**src/rtl/adc_readout_pkg.sv**
```systemverilog
package adc_readout_pkg;

  typedef enum logic [2:0] {
    ST_IDLE,
    ST_CONV,
    ST_LOW,
    ST_HIGH,
    ST_DONE
  } rd_state_e;

  localparam int unsigned LEN_W = 5;

  function automatic logic type_ok(input logic [1:0] t);
    return t != 2'd3;
  endfunction

  function automatic logic [LEN_W-1:0] frame_len(input logic [1:0] t);
    case (t)
      2'd0:    return LEN_W'(24);
      2'd1:    return LEN_W'(16);
      2'd2:    return LEN_W'(18);
      default: return LEN_W'(0);
    endcase
  endfunction

endpackage

```
**src/rtl/adc_rd_timer.sv**
```systemverilog
module adc_rd_timer #(
  parameter int unsigned CW = 8
) (
  input  logic          clk,
  input  logic          rst_n,
  input  logic          load_i,
  input  logic [CW-1:0] load_val_i,
  output logic          zero_o
);

  logic [CW-1:0] cnt_q, cnt_d;

  always_comb begin
    cnt_d = cnt_q;
    if (load_i)             cnt_d = load_val_i;
    else if (cnt_q != '0)   cnt_d = cnt_q - 1'b1;
  end

  always_ff @(posedge clk or negedge rst_n) begin
    if (!rst_n) cnt_q <= '0;
    else        cnt_q <= cnt_d;
  end

  assign zero_o = (cnt_q == '0);

  AST_TMR_LOAD_TAKES: assert property (@(posedge clk) disable iff (!rst_n)
    load_i |=> (cnt_q == $past(load_val_i)));

endmodule

```
**src/rtl/adc_rd_shifter.sv**
```systemverilog
module adc_rd_shifter #(
  parameter int unsigned W = 32
) (
  input  logic         clk,
  input  logic         rst_n,
  input  logic         clr_i,
  input  logic         shift_en_i,
  input  logic         bit_i,
  output logic [W-1:0] word_o
);

  logic [W-1:0] word_q, word_d;

  always_comb begin
    word_d = word_q;
    if (clr_i)           word_d = '0;
    else if (shift_en_i) word_d = {word_q[W-2:0], bit_i};
  end

  always_ff @(posedge clk or negedge rst_n) begin
    if (!rst_n) word_q <= '0;
    else        word_q <= word_d;
  end

  assign word_o = word_q;

  AST_SHIFT_LSB: assert property (@(posedge clk) disable iff (!rst_n)
    (shift_en_i && !clr_i) |=> (word_q[0] == $past(bit_i)));

endmodule

```
**src/rtl/adc_readout_ctrl.sv**
```systemverilog
module adc_readout_ctrl
  import adc_readout_pkg::*;
#(
  parameter int unsigned CLK_MHZ = 125,
  parameter int unsigned CONV_NS = 1000,
  parameter int unsigned HALF_NS = 500,
  parameter int unsigned RES_W   = 32
) (
  input  logic             clk,
  input  logic             rst_n,
  input  logic             start_i,
  input  logic [1:0]       type_i,
  input  logic             sdo_i,
  output logic             cnv_o,
  output logic             sck_o,
  output logic             busy_o,
  output logic             done_o,
  output logic             err_o,
  output logic [RES_W-1:0] result_o
);

  localparam int unsigned CONV_CYC = (CONV_NS * CLK_MHZ + 999) / 1000;
  localparam int unsigned HALF_CYC = (HALF_NS * CLK_MHZ + 999) / 1000;
  localparam int unsigned MAX_CYC  = (CONV_CYC > HALF_CYC) ? CONV_CYC : HALF_CYC;
  localparam int unsigned CW       = $clog2(MAX_CYC + 1);
  localparam logic [CW-1:0] CONV_LD = CW'(CONV_CYC - 1);
  localparam logic [CW-1:0] HALF_LD = CW'(HALF_CYC - 1);

  rd_state_e        state_q, state_d;
  logic [LEN_W-1:0] bits_q, bits_d;
  logic [LEN_W-1:0] flen_q, flen_d;
  logic             err_q, err_d;
  logic             tmr_load;
  logic [CW-1:0]    tmr_val;
  logic             tmr_zero;
  logic             sh_clr, sh_en;
  logic             accept;

  assign accept = (state_q == ST_IDLE) && start_i && type_ok(type_i);

  always_comb begin
    state_d  = state_q;
    bits_d   = bits_q;
    flen_d   = flen_q;
    err_d    = (state_q == ST_IDLE) && start_i && !type_ok(type_i);
    tmr_load = 1'b0;
    tmr_val  = HALF_LD;
    sh_clr   = 1'b0;
    sh_en    = 1'b0;
    case (state_q)
      ST_IDLE: if (accept) begin
        state_d  = ST_CONV;
        flen_d   = frame_len(type_i);
        bits_d   = frame_len(type_i);
        tmr_load = 1'b1;
        tmr_val  = CONV_LD;
        sh_clr   = 1'b1;
      end
      ST_CONV: if (tmr_zero) begin
        state_d  = ST_LOW;
        tmr_load = 1'b1;
      end
      ST_LOW: if (tmr_zero) begin
        state_d  = ST_HIGH;
        bits_d   = bits_q - 1'b1;
        sh_en    = 1'b1;
        tmr_load = 1'b1;
      end
      ST_HIGH: if (tmr_zero) begin
        state_d  = (bits_q == '0) ? ST_DONE : ST_LOW;
        tmr_load = (bits_q != '0);
      end
      ST_DONE: state_d = ST_IDLE;
      default: state_d = ST_IDLE;
    endcase
  end

  always_ff @(posedge clk or negedge rst_n) begin
    if (!rst_n) begin
      state_q <= ST_IDLE;
      bits_q  <= '0;
      flen_q  <= '0;
      err_q   <= 1'b0;
    end else begin
      state_q <= state_d;
      bits_q  <= bits_d;
      flen_q  <= flen_d;
      err_q   <= err_d;
    end
  end

  adc_rd_timer #(.CW(CW)) u_timer (
    .clk        (clk),
    .rst_n      (rst_n),
    .load_i     (tmr_load),
    .load_val_i (tmr_val),
    .zero_o     (tmr_zero)
  );

  adc_rd_shifter #(.W(RES_W)) u_shift (
    .clk        (clk),
    .rst_n      (rst_n),
    .clr_i      (sh_clr),
    .shift_en_i (sh_en),
    .bit_i      (sdo_i),
    .word_o     (result_o)
  );

  assign cnv_o  = (state_q == ST_CONV);
  assign sck_o  = (state_q == ST_HIGH);
  assign busy_o = (state_q != ST_IDLE);
  assign done_o = (state_q == ST_DONE);
  assign err_o  = err_q;

  AST_RESET_QUIET: assert property (@(posedge clk) disable iff (!rst_n)
    $rose(rst_n) |-> !busy_o);
  AST_CNV_SCK_EXCL: assert property (@(posedge clk) disable iff (!rst_n)
    !(cnv_o && sck_o));
  AST_CNV_ENDS_LOW: assert property (@(posedge clk) disable iff (!rst_n)
    $fell(cnv_o) |-> (!sck_o && busy_o));
  AST_BITS_BOUND: assert property (@(posedge clk) disable iff (!rst_n)
    busy_o |-> (bits_q <= flen_q));
  AST_DONE_SINGLE: assert property (@(posedge clk) disable iff (!rst_n)
    done_o |=> (!done_o && !busy_o));
  AST_ERR_IDLE: assert property (@(posedge clk) disable iff (!rst_n)
    err_o |-> (!busy_o && !cnv_o));
  AST_BUSY_START_IGNORED: assert property (@(posedge clk) disable iff (!rst_n)
    (busy_o && !done_o) |=> $stable(flen_q));

endmodule

```
**config.mk**
```make
export PLATFORM = sky130hd
export DESIGN_NAME = adc_readout_ctrl
export DESIGN_NICKNAME = d
export VERILOG_FILES = /design/src/rtl/adc_readout_pkg.sv /design/src/rtl/adc_rd_timer.sv /design/src/rtl/adc_rd_shifter.sv /design/src/rtl/adc_readout_ctrl.sv
export SDC_FILE = /design/constraint.sdc
export NUM_CORES = 1
export LEC_CHECK = 0
export ABC_AREA = 1
export BUFFER_PORTS_ARGS = -buffer_cell sky130_fd_sc_hd__buf_2
export CELL_PAD_IN_SITES_DETAIL_PLACEMENT = 0
export CELL_PAD_IN_SITES_GLOBAL_PLACEMENT = 1
export CORE_UTILIZATION = 44
export DETAILED_ROUTE_END_ITERATION = 7
export PLACE_DENSITY = 0.8
export SKIP_CTS_REPAIR_TIMING = 1
export SLEW_MARGIN = 10
export SYNTH_ARGS = -nofsm -noshare
export SYNTH_HDL_FRONTEND = slang
export SYNTH_SLANG_ARGS = --single-unit
```
**constraint.sdc**
```tcl
create_clock -name clk -period 2.3 [get_ports clk]
set_input_delay 0.69 -clock clk [delete_from_list [all_inputs] [get_ports clk]]
set_output_delay 0.69 -clock clk [all_outputs]
set_load 0.05 [all_outputs]
```
==> results.md, run 1 <==
- Startpoint type of the worst setup path: flip-flop
- Number of unique standard cell types used by synthesis: 30
- Timing endpoint of the critical path: sck_o
- Power density cells: 565 nW/um^2
- Class of the most critical hold timing path: in -> async
- Prevailing post-synth register cell: sky130_fd_sc_hd__dfrtp_1
- Final worst slack: roughly 260 ps
- Placer congestion estimate: about 0.83
- Global route overflow: 0
- Reg-to-Reg End: bits_q[2]
- Number of ports placed on the die boundary: 43
- Pre-antenna DRT Iters: 4
- Number of inserted diodes: 0
- Mean instance size in the synthesized netlist: between 8 and 9 sq um
- WS Path Type: reg -> out
- Placed Instances: 375
- Final Hold Violating Endpoints: 0
- Mapped Cells: approximately 270
- Wire length of the first global-routing pass: 7600 microns
- Most common library cell in the layout ignoring fill and taps: sky130_fd_sc_hd__nand2_1
- Number of levels the H-tree was split into: 2
- Routed vias: ~1,800
- Number of buffers created by CTS: 5
- Final setup TNS: 0 ps
- Number of nets still failing antenna checks after routing: 0
- Skew-Pair Late Insertion Delay: approximately 300 ps
- Dpl ws: roughly 520 ps
- Fin Hold WS: 317 ps
- Result of the run: finished, final reports clean
- # Max-Cap Violations: 0
- Largest net degree at the start of global routing: 65
- Chip Height: 74.8 microns
- Final net count: ~320
- Synth Warn #: 0
- Tightest Pin Transition: ~440 ps
- Max-slew violation count: 0
- Initial drt markers: 86
- Starting Density: about 46%
- Critical Path Start: state_q[1]
- Vias in the first global route: 1,675
- Most used cells in the layout excluding fill and tap cells: sky130_fd_sc_hd__nand2_1 (66), sky130_fd_sc_hd__dfrtp_1 (48), sky130_fd_sc_hd__buf_2 (42)
- Mean number of vias per cell: 4.78
- DRC violations left: 0
- Shortest period the worst path allows: slightly above 2000 ps
- Total number of clock tree sinks: 48
- Die area: 5600 sq um
- Number of buffer cells added on primary ports: 42
- Synth Register Bits: 48
- Worst slew margin relative to its limit: a little over two thirds
- Routed wire length: around 4500 microns
- Register-to-Register Setup Slack: about 510 ps
- Number of synthesized flops with an enable pin: 0
- Fmax achieved: slightly below 500 MHz
- Final period util: approximately nine tenths
- Average detailed-routed wire length per instance: 11.8 microns
- Unrepaired setup endpoints after global routing: no
- Lkg Pwr: ~1.5 nW
- Initial antenna violation count: 0
- Fraction of layout instances using a drive strength above 1: roughly a fifth
- Core region area: around 5100 sq um
- Arrival time of the worst setup path: between 1000 and 1500 ps
- Data required time of the worst path: between 1500 and 2000 ps
- Total power: between 1.5 and 2 mW
- Die Span X: between 70 and 80 microns
- Clock Pin Slew Worst Setup and Hold Paths: approximately 100 ps
- Reg2Reg Launch Point: u_timer.cnt_q[0]
- Post-layout instance count excluding filler cells: approximately 380
- CTS tree: done
- Layout overhead on the synthesized area: 15.5%
- Worst Skew: 9.32 ps
- Post-synthesis net count: approximately 280
- Share of async-settable or async-resettable flops after synthesis: 100%
- Final-report setup violation count: 0
- CTS root buffer: sky130_fd_sc_hd__clkbuf_8
- Maximum fanout encountered on the critical timing path: 5
- Final Core Density: a little over half
- Maximum ir drop on the vdd rail: approximately 280 uV
- Final Instance Area: 2700 sq um
- Half-perimeter wire length after placement: roughly 3100 microns
- Number of rows created at floorplan: 26
- Type of element capturing the critical path: output port
- Maximum number of buffers from clock root to sink: 2
- Placement Cell Area: approximately 2600 sq um
- Cells on worst reg2reg path: 8
- Sequential fraction of the synthesis area: around half
- GRT Overall Usage: 18.0%
- Area of the mapped netlist: 2330 sq um
worst min path at each step:
stage,cells past startpoint,startpoint,endpoint,slack [ps]
finish,1,rst_n,u_shift.word_o[2],320
global route,1,rst_n,u_shift.word_o[14],340
CTS,1,rst_n,u_shift.word_o[15],330
floorplan,0,rst_n,bits_q[0],390
global placement,1,bits_q[0],bits_q[0],470
detailed placement,1,u_timer.cnt_q[6],u_timer.cnt_q[6],470
state kept, by name, summed over array words and instances (netlist names):
| signal | cells |
|---|---|
| err_o | 1 |
| state_q | 3 |
| u_timer.cnt_q | 7 |
| u_shift.word_o | 32 |
| bits_q | 5 |
metal layers:
| metal | track usage, % | routed length [microns] |
|---|---|---|
| met1 | 25.2 | 2200 |
| met5 | 0 | 0 |
| met3 | 4.28 | 157 |
| met2 | 28.2 | 2120 |
| met4 | 4.40 | 36 |
cell families after synthesis:
group	share of synthesized area, %
XOR/XNOR	1.50
adder cells (fa/ha/maj)	1.61
AND/OR/NAND/NOR	24.0
AO/OA/AOI/OAI	11.4
buffers and inverters	9.97
flip-flops	51.5
critical path: stages, from the launching register on:
cell and delay, ps:
sky130_fd_sc_hd__dfrtp_1 460, sky130_fd_sc_hd__nand2_1 110, sky130_fd_sc_hd__nor2_1 190, sky130_fd_sc_hd__buf_2 300
layout make-up:
type,instances,area [sq um]
inverter,36,135
timing repair buffer,44,250
sequential,48,1200
multi-input combinational,177,900
fill,511,2410
clock buffer,6,82.6
tap,70,87.6
clock inverter,2,38.8
cells in the mapped netlist (2+ instances only):
cell type                 count  share of area (%)
sky130_fd_sc_hd__dfrtp_1     48                 51
sky130_fd_sc_hd__inv_2        2               0.32
sky130_fd_sc_hd__nand2_4      2               0.97
sky130_fd_sc_hd__nand4_1      6                1.6
sky130_fd_sc_hd__xor2_1       2               0.75
sky130_fd_sc_hd__o22ai_1      3               0.80
sky130_fd_sc_hd__buf_4        2               0.64
sky130_fd_sc_hd__nor2_2       2               0.54
sky130_fd_sc_hd__xnor2_1      2               0.75
sky130_fd_sc_hd__nand3_1     15                3.2
sky130_fd_sc_hd__a21oi_1     18                3.9
sky130_fd_sc_hd__buf_6        6                2.9
sky130_fd_sc_hd__buf_2        3               0.64
sky130_fd_sc_hd__inv_1       34                5.5
sky130_fd_sc_hd__o21ai_1     18                3.9
sky130_fd_sc_hd__o21ai_0      7                1.5
sky130_fd_sc_hd__nor2_1      22                3.5
sky130_fd_sc_hd__ha_1         3                1.6
sky130_fd_sc_hd__nand2_1     66                 11
where the power goes:
group	switching, mW	internal (mW)
logic	0.0243	0.00892
registers	0.000504	0.844
clock network	0.289	0.356
total	0.314	1.21
Power figures use the tool's default switching activity.
==> run 2, diff against run 1 <==
Settings changed: CORE_UTILIZATION 44 to 41, GPL_TIMING_DRIVEN set to 0, PLACE_DENSITY 0.8 to 0.75.
Clock period 2.3 ns to 2.2 ns, I/O delays scaled along.
==> run 2 against run 1 <==
Non-clock buffer count grew 10. Largest cell class unchanged. Hold slack lost 20 ps. Power grew 8.8%. Clock skew shrank 4.7 ps. Utilization shrank 2.2 points. Sequential cell count is the same. Routed wire length grew 13%. Sequential power grew 4.6%.
==> results.md, run 2 (synthesis gave the netlist of run 1 again) <==
- Final setup TNS: 0 ps
- Placer congestion estimate: just under 0.8
- Number of inserted diodes: 0
- GRT Overall Usage: between 10% and 20%
- Final-report setup violation count: 0
- CTS tree: done
- Most used cells in the layout excluding fill and tap cells: sky130_fd_sc_hd__nand2_1 (66), sky130_fd_sc_hd__dfrtp_1 (48), sky130_fd_sc_hd__buf_2 (45)
- Routed wire length: ~5100 microns
- WS Path Type: reg -> out
- Maximum number of buffers from clock root to sink: 2
- Most common library cell in the layout ignoring fill and taps: sky130_fd_sc_hd__nand2_1
- DRC violations left: 0
- Data required time of the worst path: approximately 1500 ps
- Chip Height: 77.4 microns
- Dpl ws: 457 ps
- Starting Density: approximately 42%
- Final period util: 90.5%
- Half-perimeter wire length after placement: between 3000 and 4000 microns
- Total number of clock tree sinks: between 40 and 50
- Reg-to-Reg End: u_shift.word_o[6]
- Register-to-Register Setup Slack: 500 ps
- Maximum fanout encountered on the critical timing path: 5
- Die area: approximately 6000 sq um
- Number of levels the H-tree was split into: 2
- Max-slew violation count: 0
- Area used by multi-input combinational logic: around 900 sq um
- Number of rows created at floorplan: 27
- Core region area: 5510 sq um
- Final net count: around 330
- Type of element capturing the critical path: output port
- Startpoint type of the worst setup path: flip-flop
- Result of the run: finished, final reports clean
- Pre-antenna DRT Iters: 5
- Shortest period the worst path allows: approximately 2000 ps
- Critical Path Start: state_q[1]
- Placement Cell Area: roughly 2600 sq um
- Fmax achieved: 502 MHz
- Number of ports placed on the die boundary: 43
- Number of nets still failing antenna checks after routing: 0
- CTS root buffer: sky130_fd_sc_hd__clkbuf_8
- Initial antenna violation count: 0
- Total power: around 1.7 mW
- Final worst slack: approximately 210 ps
- Area occupied by registers: 1200 sq um
- Global route overflow: 0
- Number of buffer cells added on primary ports: 42
- Cells on worst reg2reg path: 8
- Vias in the first global route: 1,855
- Reg2Reg Launch Point: u_timer.cnt_q[0]
- Largest net degree at the start of global routing: a little under 50
- Number of buffers created by CTS: 5
- Timing endpoint of the critical path: sck_o
- Die Span X: 77.4 microns
- Final Instance Area: about 2800 sq um
- Power density cells: approximately 600 nW/um^2
- Worst Skew: approximately 4.7 ps
- Class of the most critical hold timing path: in -> async
- Final Hold Violating Endpoints: 0
- Unrepaired setup endpoints after global routing: no
- Maximum ir drop on the vdd rail: approximately 400 uV
- Average detailed-routed wire length per instance: between 10 and 15 microns
- Routed vias: roughly 1,900
- Layout overhead on the synthesized area: 19.2%
- Largest register FFs: 32
- Wire length of the first global-routing pass: around 8600 microns
- Clock Pin Slew Worst Setup and Hold Paths: roughly 90 ps
- # Max-Cap Violations: 0
- Mean number of vias per cell: 4.85
- Initial drt markers: 88
- Skew-Pair Late Insertion Delay: 300 ps
- Fraction of layout instances using a drive strength above 1: roughly 23%
- Tightest Pin Transition: 463 ps
- Number of inserted filler cells in the final layout: about 560
- Lkg Pwr: 1.56 nW
- Worst slew margin relative to its limit: slightly below 70%
- Arrival time of the worst setup path: 1330 ps
## run 2: through the flow
| stage | std cells | hold WS, ps | util [%] |
|---|---|---|---|
| final | 394 | 298 | 50.5 |
| after global routing | 394 | 334 | 50.5 |
| after CTS | 393 | 478 | 50.2 |
| after detailed placement | 386 | 467 | 47.8 |
| after global placement | 386 | 459 | 47.8 |
| after floorplan | 272 | 364 | - |
## run 2: report_power, final
group | internal (mW) | leakage [nW] | total [mW] | switching (mW)
Sequential | 0.882 | 0.601 | 0.883 | 0.000648
Combinational | 0.00932 | 0.893 | 0.0348 | 0.0255
Clock | 0.447 | 0.0642 | 0.738 | 0.291
## run 2: area by class of cell
class                           count  area share, %
Buffer                             11           3.51
Clock buffer                        5           2.47
Timing Repair Buffer               43           8.27
Inverter                           36           4.86
Multi-Input combinational cell    177           32.3
Sequential cell                    48           43.2
Tap cell                           72           3.24
Clock inverter                      2           2.16
## run 2: worst min path at each step
stage                      from  slack, ps          endpoint
6_report                  rst_n        300        state_q[1]
5_1_grt                   rst_n        330        state_q[1]
4_1_cts        u_timer.cnt_q[6]        480  u_timer.cnt_q[6]
3_5_place_dp   u_timer.cnt_q[6]        470  u_timer.cnt_q[6]
3_3_place_gp   u_timer.cnt_q[6]        460  u_timer.cnt_q[6]
2_1_floorplan             rst_n        360         bits_q[0]
## run 2: layer usage
metal  vias to the layer above  share of wire (%)  GRT usage, %
li1                        973                  -             -
met1                       898                 49          24.6
met2                        34                 47          30.2
met3                         7                2.6          3.18
met5                         -                  0             0
met4                         0                1.2          5.66
## run 2: critical path, cell delays in order (launching register included)
cell	delay, ps
sky130_fd_sc_hd__dfrtp_1	450
sky130_fd_sc_hd__nand2_1	100
sky130_fd_sc_hd__nor2_1	180
sky130_fd_sc_hd__buf_2	300
==> run 3, diff against run 2 <==
Settings changed: RECOVER_POWER set to 100.
==> run 3 against run 2 <==
Die area did not move. Cell count did not move. First-iteration DRC count fell by 19%. Setup slack got worse by 17 ps. Combinational power fell by 3%. Global-route usage did not move. Via count rose by 0.78%. Clock skew rose by 0.69 ps. Largest cell class unchanged.
==> results.md, run 3 (synthesis gave the netlist of run 1 again) <==
- Result of the run: finished, final reports clean
- Routed vias: around 1,900
- Global route overflow: 0
- Number of buffers created by CTS: 5
- Type of element capturing the critical path: output port
- Clock Pin Slew Worst Setup and Hold Paths: ~90 ps
- Final period util: between 90% and 100%
- Maximum fanout encountered on the critical timing path: 5
- Number of nets still failing antenna checks after routing: 0
- Number of buffer cells added on primary ports: between 40 and 50
- DRC violations left: 0
- Routed wire length: between 5000 and 6000 microns
- Unrepaired setup endpoints after global routing: no
- Power density cells: between 600 and 700 nW/um^2
- Class of the most critical hold timing path: reg -> reg
- Core region area: ~5500 sq um
- Layout overhead on the synthesized area: 16.4%
- Fmax achieved: between 400 and 500 MHz
- Reg power frac: 53.4%
- Startpoint type of the worst setup path: flip-flop
- Max-slew violation count: 0
- CTS tree: done
- Most used cells in the layout excluding fill and tap cells: sky130_fd_sc_hd__nand2_1 (67), sky130_fd_sc_hd__dfrtp_1 (48), sky130_fd_sc_hd__clkbuf_1 (38)
- Dpl ws: 457 ps
- Arrival time of the worst setup path: 1350 ps
- Initial drt markers: between 70 and 80
- Final Hold Violating Endpoints: 0
- Half-perimeter wire length after placement: 3680 microns
- Number of ports placed on the die boundary: 43
- Final setup TNS: 0 ps
- Fraction of layout instances using a drive strength above 1: under 10%
- Clock share of power: around 45%
- Lkg Pwr: about 1.4 nW
- Starting Density: 42.4%
- # Max-Cap Violations: 0
- Combinational share of power: 2.1%
- Total power: ~1.7 mW
- Skew-Pair Late Insertion Delay: around 300 ps
- Switching share of total power: a little under a fifth
- Data required time of the worst path: 1540 ps
- Most common library cell in the layout ignoring fill and taps: sky130_fd_sc_hd__nand2_1
- Initial antenna violation count: 0
- Final worst slack: around 190 ps
- Maximum number of buffers from clock root to sink: 2
- Tightest Pin Transition: roughly 1100 ps
- Final Core Density: 49.3%
- Total net switching power: around 0.31 mW
- Die Span X: approximately 77 microns
- Fin Hold WS: roughly 480 ps
- Largest net degree at the start of global routing: 49
- Die area: around 6000 sq um
- Shortest period the worst path allows: 2010 ps
- Number of inserted filler cells in the final layout: roughly 570
- Vias in the first global route: 1,855
- Placer congestion estimate: about 0.79
- Number of levels the H-tree was split into: 2
- Number of rows created at floorplan: 27
- Cell-internal power: 1.34 mW
- Final net count: around 330
- Maximum ir drop on the vdd rail: approximately 400 uV
- Pre-antenna DRT Iters: 4
- Worst slew margin relative to its limit: around a quarter
- GRT Overall Usage: 18.4%
- Wire length of the first global-routing pass: around 8600 microns
- Number of inserted diodes: 0
- Chip Height: a little under 80 microns
- Slowest stage cell on the critical path: sky130_fd_sc_hd__dfrtp_1
- Final-report setup violation count: 0
- Largest register FFs: 32
- Cells along the critical path: nand2_1 > nor2_1 > clkbuf_2
- Worst Skew: between 5 and 6 ps
- Average detailed-routed wire length per instance: roughly 13 microns
- WS Path Type: reg -> out
- Total number of clock tree sinks: 48
- Mean number of vias per cell: approximately 4.9
- Largest incremental delay on the critical path: 450 ps
- CTS root buffer: sky130_fd_sc_hd__clkbuf_8
run 3: cell count changes in the layout (fill, tap and decap cells not counted), sizes merged:
cell,delta
buf,-42
clkbuf,+42
run 3: worst max-delay path, delay by kind of cell, from the launching register on:
kind          cells  cell delay (ps)
buf+inv           1              310
flops             1              450
simple gates      2              280
run 3: power by group through the flow:
stage                     Combinational, mW  Sequential [mW]  Clock (mW)
after CTS                            0.0326            0.883       0.754
after global routing                 0.0400            0.883       0.775
after global placement               0.0329            0.901           0
after floorplan                     0.00373            0.904           0
after detailed placement             0.0325            0.901           0
final                                0.0339            0.883       0.736
run 3: through the flow:
stage / instances / cell area [sq um]
4_1_cts: 393 / 2760
6_report: 394 / 2720
3_3_place_gp: 386 / 2630
2_1_floorplan: 272 / 2330
5_1_grt: 394 / 2720
3_5_place_dp: 386 / 2630
run 3: final timing paths:
check / start / cells after the start / slack [ps] / end
worst max-delay path: state_q[1] / 3 / 190 / sck_o
worst min-delay path: u_timer.cnt_q[6] / 1 / 480 / u_timer.cnt_q[6]
worst max register to register: u_timer.cnt_q[0] / 8 / 340 / u_shift.word_o[24]
worst min register to register: u_timer.cnt_q[6] / 1 / 480 / u_timer.cnt_q[6]
max in group asynchronous: rst_n / 2 / 930 / u_shift.word_o[2]
min in group asynchronous: rst_n / 1 / 540 / state_q[1]
run 3: layout make-up:
cell class | count | area, sq um | area share, %
Clock buffer | 5 | 68.8 | 2.53
Timing Repair Buffer | 43 | 186 | 6.86
Inverter | 36 | 135 | 4.97
Multi-Input combinational cell | 177 | 886 | 32.6
Buffer | 11 | 88.8 | 3.27
Clock inverter | 2 | 60.1 | 2.21
Sequential cell | 48 | 1200 | 44.2
Tap cell | 72 | 90.1 | 3.32
run 3: metal layers:
| layer | track usage, % | vias up | routed length [microns] |
|---|---|---|---|
| met4 | 5.66 | 0 | 61 |
| met2 | 30.2 | 32 | 2470 |
| met5 | 0 | - | 0 |
| li1 | - | 970 | - |
| met1 | 24.6 | 918 | 2410 |
| met3 | 3.18 | 7 | 134 |
